## config.mk

```make
export PLATFORM = sky130hd
export DESIGN_NAME = melody_player
export DESIGN_NICKNAME = d
export VERILOG_FILES = /design/src/rtl/melody_pkg.sv /design/src/rtl/melody_rom.sv /design/src/rtl/note_stepper.sv /design/src/rtl/tone_gen.sv /design/src/rtl/melody_player.sv
export SDC_FILE = /design/constraint.sdc
export NUM_CORES = 1
export LEC_CHECK = 0
export ABC_CLOCK_PERIOD_IN_PS = 7700
export BUFFER_PORTS_ARGS = -buffer_cell sky130_fd_sc_hd__buf_2
export CAP_MARGIN = 20
export CORE_MARGIN = 2
export CORE_UTILIZATION = 39
export CTS_BUF_LIST = sky130_fd_sc_hd__clkbuf_4 sky130_fd_sc_hd__clkbuf_8
export DETAILED_ROUTE_END_ITERATION = 8
export PLACE_DENSITY = 0.53
export SYNTH_ARGS = -nofsm -noshare
export SYNTH_HDL_FRONTEND = slang
export SYNTH_SLANG_ARGS = --single-unit
export TNS_END_PERCENT = 1
```

## constraint.sdc

```tcl
create_clock -name clk -period 7.7 [get_ports clk]
set_input_delay 0.77 -clock clk [delete_from_list [all_inputs] [get_ports clk]]
set_output_delay 0.77 -clock clk [all_outputs]
set_load 0.05 [all_outputs]
```

## src/rtl/melody_pkg.sv

```systemverilog
package melody_pkg;

  // Divisor for step i of the built-in tune; every REST_EVERY-th step is a rest.
  function automatic int unsigned table_div(input int unsigned idx,
                                            input int unsigned base_div,
                                            input int unsigned step_div,
                                            input int unsigned rest_every);
    if ((idx % rest_every) == (rest_every - 1))
      return 0;
    else
      return base_div + idx * step_div;
  endfunction

endpackage

```

## src/rtl/melody_rom.sv

```systemverilog
module melody_rom #(
  parameter int DEPTH      = 32,
  parameter int DIV_W      = 17,
  parameter int BASE_DIV   = 56818,
  parameter int STEP_DIV   = 2000,
  parameter int REST_EVERY = 8,
  localparam int ADDR_W    = $clog2(DEPTH)
) (
  input  logic              clk,
  input  logic [ADDR_W-1:0] rd_addr,
  output logic [DIV_W-1:0]  rd_data
);
  import melody_pkg::*;

  logic [DIV_W-1:0] rom [DEPTH];

  for (genvar g = 0; g < DEPTH; g++) begin : g_entry
    assign rom[g] = DIV_W'(table_div(g, BASE_DIV, STEP_DIV, REST_EVERY));
  end

  // Synchronous read so the table can map onto a block memory.
  always_ff @(posedge clk) begin
    rd_data <= rom[rd_addr];
  end

endmodule

```

## src/rtl/note_stepper.sv

```systemverilog
module note_stepper #(
  parameter int NOTE_CYCLES = 6250000,
  parameter int DEPTH       = 32,
  localparam int ADDR_W     = $clog2(DEPTH),
  localparam int DUR_W      = $clog2(NOTE_CYCLES)
) (
  input  logic              clk,
  input  logic              rst,
  input  logic              play,
  output logic              step,
  output logic [ADDR_W-1:0] note_idx,
  output logic [ADDR_W-1:0] idx_next
);
  logic [DUR_W-1:0] dur_cnt;
  logic             last_entry;

  assign step       = play && (dur_cnt == DUR_W'(NOTE_CYCLES - 1));
  assign last_entry = (note_idx == ADDR_W'(DEPTH - 1));

  always_comb begin
    if (rst)
      idx_next = '0;
    else if (step)
      idx_next = last_entry ? '0 : note_idx + 1'b1;
    else
      idx_next = note_idx;
  end

  always_ff @(posedge clk) begin
    if (rst) begin
      dur_cnt  <= '0;
    end else if (play) begin
      dur_cnt  <= step ? '0 : dur_cnt + 1'b1;
    end
    note_idx <= idx_next;
  end

  p_dur_range_r3: assert property (@(posedge clk) disable iff (rst)
    dur_cnt < DUR_W'(NOTE_CYCLES));

  p_advance_wrap_r4: assert property (@(posedge clk) disable iff (rst)
    step |=> (note_idx == (($past(note_idx) == ADDR_W'(DEPTH - 1)) ? '0 : $past(note_idx) + 1'b1)));

  p_pause_hold_r7: assert property (@(posedge clk) disable iff (rst)
    !play |=> ($stable(note_idx) && $stable(dur_cnt)));

endmodule

```

## src/rtl/tone_gen.sv

```systemverilog
module tone_gen #(
  parameter int DIV_W = 17
) (
  input  logic             clk,
  input  logic             rst,
  input  logic             play,
  input  logic             step,
  input  logic [DIV_W-1:0] div,
  output logic             audio
);
  logic [DIV_W-1:0] tone_cnt;
  logic [DIV_W-1:0] high_len;
  logic             is_rest;
  logic             at_end;

  assign is_rest  = (div == '0);
  assign high_len = div - (div >> 1);
  assign at_end   = is_rest || (tone_cnt >= div - 1'b1);

  always_ff @(posedge clk) begin
    if (rst) begin
      tone_cnt <= '0;
      audio    <= 1'b0;
    end else if (!play) begin
      audio    <= 1'b0;
    end else begin
      audio <= !is_rest && (tone_cnt < high_len);
      if (step || at_end)
        tone_cnt <= '0;
      else
        tone_cnt <= tone_cnt + 1'b1;
    end
  end

  p_count_below_div_r2: assert property (@(posedge clk) disable iff (rst)
    (div != '0) |-> (tone_cnt < div));

  p_rest_silent_r6: assert property (@(posedge clk) disable iff (rst)
    (div == '0) |=> !audio);

  p_pause_low_r7: assert property (@(posedge clk) disable iff (rst)
    !play |=> !audio);

  p_restart_on_step_r8: assert property (@(posedge clk) disable iff (rst)
    step |=> (tone_cnt == '0));

endmodule

```

## src/rtl/melody_player.sv

```systemverilog
module melody_player #(
  parameter int NOTE_CYCLES = 6250000,
  parameter int DEPTH       = 32,
  parameter int DIV_W       = 17,
  parameter int BASE_DIV    = 56818,
  parameter int STEP_DIV    = 2000,
  parameter int REST_EVERY  = 8,
  localparam int ADDR_W     = $clog2(DEPTH)
) (
  input  logic              clk,
  input  logic              rst,
  input  logic              play,
  output logic              audio_out,
  output logic [ADDR_W-1:0] note_idx
);
  logic              step;
  logic [ADDR_W-1:0] idx_next;
  logic [DIV_W-1:0]  cur_div;

  note_stepper #(
    .NOTE_CYCLES (NOTE_CYCLES),
    .DEPTH       (DEPTH)
  ) u_stepper (
    .clk      (clk),
    .rst      (rst),
    .play     (play),
    .step     (step),
    .note_idx (note_idx),
    .idx_next (idx_next)
  );

  // Reading at the next index keeps cur_div aligned with note_idx.
  melody_rom #(
    .DEPTH      (DEPTH),
    .DIV_W      (DIV_W),
    .BASE_DIV   (BASE_DIV),
    .STEP_DIV   (STEP_DIV),
    .REST_EVERY (REST_EVERY)
  ) u_rom (
    .clk     (clk),
    .rd_addr (idx_next),
    .rd_data (cur_div)
  );

  tone_gen #(
    .DIV_W (DIV_W)
  ) u_tone (
    .clk   (clk),
    .rst   (rst),
    .play  (play),
    .step  (step),
    .div   (cur_div),
    .audio (audio_out)
  );

endmodule

```

==> impl_metrics.env <==
export IMPL_ys_warn_count=0
export IMPL_syn_area_per_cell_um2=8.44
export IMPL_ioPinCount=9
export IMPL_worstPathArrival_ps=4280
export IMPL_hold_path_class="reg2reg"
export IMPL_htreeDepth=3
export IMPL_seqPwrFrac=0.495
export IMPL_ys_async_sr_fraction=0
export IMPL_rsz0062_at_grt="no"
export IMPL_vias_per_cell=5.58
export IMPL_slowest_stage="dfxtp_1"
export IMPL_clk_latency_ps=360
export IMPL_cts_hold_buf=0
export IMPL_switching_share=0.258
export IMPL_ant_nets=0
export IMPL_dieArea_um2=12700
export IMPL_pwr_share_clk=0.476
export IMPL_routabilityCongestion=0.879
export IMPL_post_cts_buffers=0
export IMPL_highest_layer="met4"
export IMPL_period_minus_slack_ps=4040
export IMPL_ctsResizeCount=0
export IMPL_core_rowCount=39
export IMPL_yosys_top_cells_area="dfxtp_1, ha_1, xnor2_1, xor2_1, nor2_1"
export IMPL_grt_pass1_wl_um=19700
export IMPL_start_util=0.402
export IMPL_status="finished clean"
export IMPL_fp_dieW_um=113
export IMPL_grtUsageTotal=0.195
export IMPL_synth_nets=619
export IMPL_cpLargestDelayFamily="compound AO/OA/AOI/OAI gates"
export IMPL_skew_ps=21.5
export IMPL_worstSetupPathType="reg2reg"
export IMPL_fillers=1133
export IMPL_slew_headroom=0.412
export IMPL_clkSinkCount=58
export IMPL_p_leak_nw=2.16
export IMPL_synth_top_area_share=0.252
export IMPL_period_share=0.525
export IMPL_path_max_fanout=13
export IMPL_synth_seq_cells=58
export IMPL_hold_violations=0
export IMPL_syn_area_um2=4610
export IMPL_clk_pin_slew_worst_paths_ps=90
export IMPL_cts_tree="built"
export IMPL_grt_pass1_vias=3795
export IMPL_place_inst=686
export IMPL_p_sw_w=0.000159
export IMPL_n_antenna_cell=0
export IMPL_grt_max_degree=31
export IMPL_nets=628
export IMPL_max_stage_delay_ps=380
export IMPL_critPathBufInv=2
export IMPL_remaining_drc_errors=0
export IMPL_max_slew_worst_pin_slew_ps=860
export IMPL_tns_ps=0
export IMPL_cts_root_buf="clkbuf_8"
export IMPL_numPortBuffers=8
export IMPL_synth_cells=546
export IMPL_multi_input_area_um2=3260
export IMPL_antenna_found_initial=0
export IMPL_areaGrowthSynthToFinish_pct=8.15
export IMPL_drv_cap=0
export IMPL_yosysMostFrequentCell="ha_1"
export IMPL_power_density_nw_per_um2=123
export IMPL_yosys_area_top_type="dfxtp_1"
export IMPL_wl_per_cell_um=16.7
export IMPL_ys_flop_type="dfxtp_1"
export IMPL_maxClockFrequency_mhz=247
export IMPL_peakVddDrop_v=0.0000624
export IMPL_route_met3_wl_um=338
export IMPL_finalPower_w=0.000615
export IMPL_vias=3924
export IMPL_wl_um=11800
export IMPL_die_h_um=113
export IMPL_drive_gt1_frac=0.0732
export IMPL_synthTopCellsByCount="ha_1, dfxtp_1, nor2_1, nand2_1, inv_1"
export IMPL_cp_end_kind="flop"
export IMPL_cts_buffers=9
export IMPL_intPower_w=0.000456
export IMPL_met2_length_um=5350
export IMPL_dr_pass1_iters=5
export IMPL_wl_met1_um=5870
export IMPL_drt_initial_drc_count=157
export IMPL_crit_chain="inv_1, ha_1, nand2b_1, a21boi_0, o21ai_0, a21boi_0, o21ai_0, xnor2_1, ha_1, a21o_1, a21oi_1, o221ai_1, nor2_1, o21ai_1, buf_4, a2111oi_0"
export IMPL_crit_path_start_kind="flop"
export IMPL_synth_edf_count=0
export IMPL_critPathRequiredTime_ps=7940
export IMPL_pwr_share_comb=0.029
export IMPL_grt_ovfl_total=0
export IMPL_yosysSeqAreaShare=0.252
export IMPL_seqCellArea_um2=1160
export IMPL_synth_cell_types=61
export IMPL_final_cells=703
export IMPL_coreArea_um2=11500
export IMPL_timing_final_max_slew_violations=0
export IMPL_setup_viol=0
export IMPL_clock_path_buffers=2
export IMPL_hpwlAfterDp_um=8930
## metrics by stage
step	area [um2]	utilization	worst slack [ps]	hold WS (ps)
detailed placement	4780	0.417	3520	502
finish	4980	0.434	3660	514
floorplan	4610	-	4360	467
CTS	4970	0.434	3500	513
global placement	4780	0.417	3770	489
global route	4980	0.434	3290	526
## area by class of cell
type | instances | area share
clock buffer | 9 | 0.0249
tap | 143 | 0.0359
timing repair buffer | 9 | 0.00954
inverter | 37 | 0.0289
multi-input combinational | 440 | 0.654
clock inverter | 7 | 0.0138
sequential | 58 | 0.233
## worst reg2reg max path, stage by stage (launching register included)
cell	delay (ps)
dfxtp_1	380
inv_1	220
ha_1	310
nand2b_1	120
a21boi_0	300
o21ai_0	180
a21boi_0	360
o21ai_0	180
xnor2_1	160
ha_1	300
a21o_1	180
a21oi_1	150
o221ai_1	170
nor2_1	170
o21ai_1	160
buf_4	230
a2111oi_0	370
## flip-flops by register name, summed over array words and instances (netlist names)
name                cells
u_rom.rd_data          12
u_stepper.dur_cnt      23
u_stepper.note_idx      5
u_tone.tone_cnt        17
u_tone.audio            1
## cell usage in the layout, fill, tap and decap left out, types with 12 or more instances in the layout
cell type,netlist,final
a211oi_1,19,19
xor2_1,25,25
nand3_1,23,23
xnor2_1,31,31
nand4_1,12,12
nor2_1,46,46
dfxtp_1,58,58
a21oi_1,20,20
ha_1,70,70
nand2_1,42,42
o21ai_0,18,18
inv_1,34,34
## kinds of logic (layout without fill, tap and decap cells)
family                   after synthesis  after routing  synth area share
flip-flops                            58             58             0.252
adder cells (fa/ha/maj)               70             70             0.190
XOR/XNOR                              56             56             0.106
AND/OR/NAND/NOR                      194            194             0.223
multiplexers                           3              3           0.00652
buffers and inverters                 48             62            0.0407
AO/OA/AOI/OAI                        117            117             0.181
## per-layer routing
layer / GRT usage / vias to the layer above
met5: 0 / -
met4: 0.0642 / 0
met3: 0.0410 / 16
met2: 0.317 / 45
met1: 0.258 / 1859
li1: - / 2004
## final timing paths
check                          to  cells past startpoint                 start  slack [ps]
max            u_tone.tone_cnt[5]                     16     u_rom.rd_data[12]        3660
min reg2reg  u_stepper.dur_cnt[1]                      2  u_stepper.dur_cnt[1]         510
max reg2reg    u_tone.tone_cnt[5]                     16     u_rom.rd_data[12]        3660
min          u_stepper.dur_cnt[1]                      2  u_stepper.dur_cnt[1]         510
## power by group through the flow
stage               clock, W  sequential (W)  combinational (W)
floorplan                  0        0.000312          0.0000125
global placement           0        0.000311          0.0000174
detailed placement         0        0.000311          0.0000176
CTS                 0.000302        0.000304          0.0000178
global route        0.000315        0.000305          0.0000199
finish              0.000292        0.000304          0.0000178
Note: power is estimated with default switching activity, not from simulation.
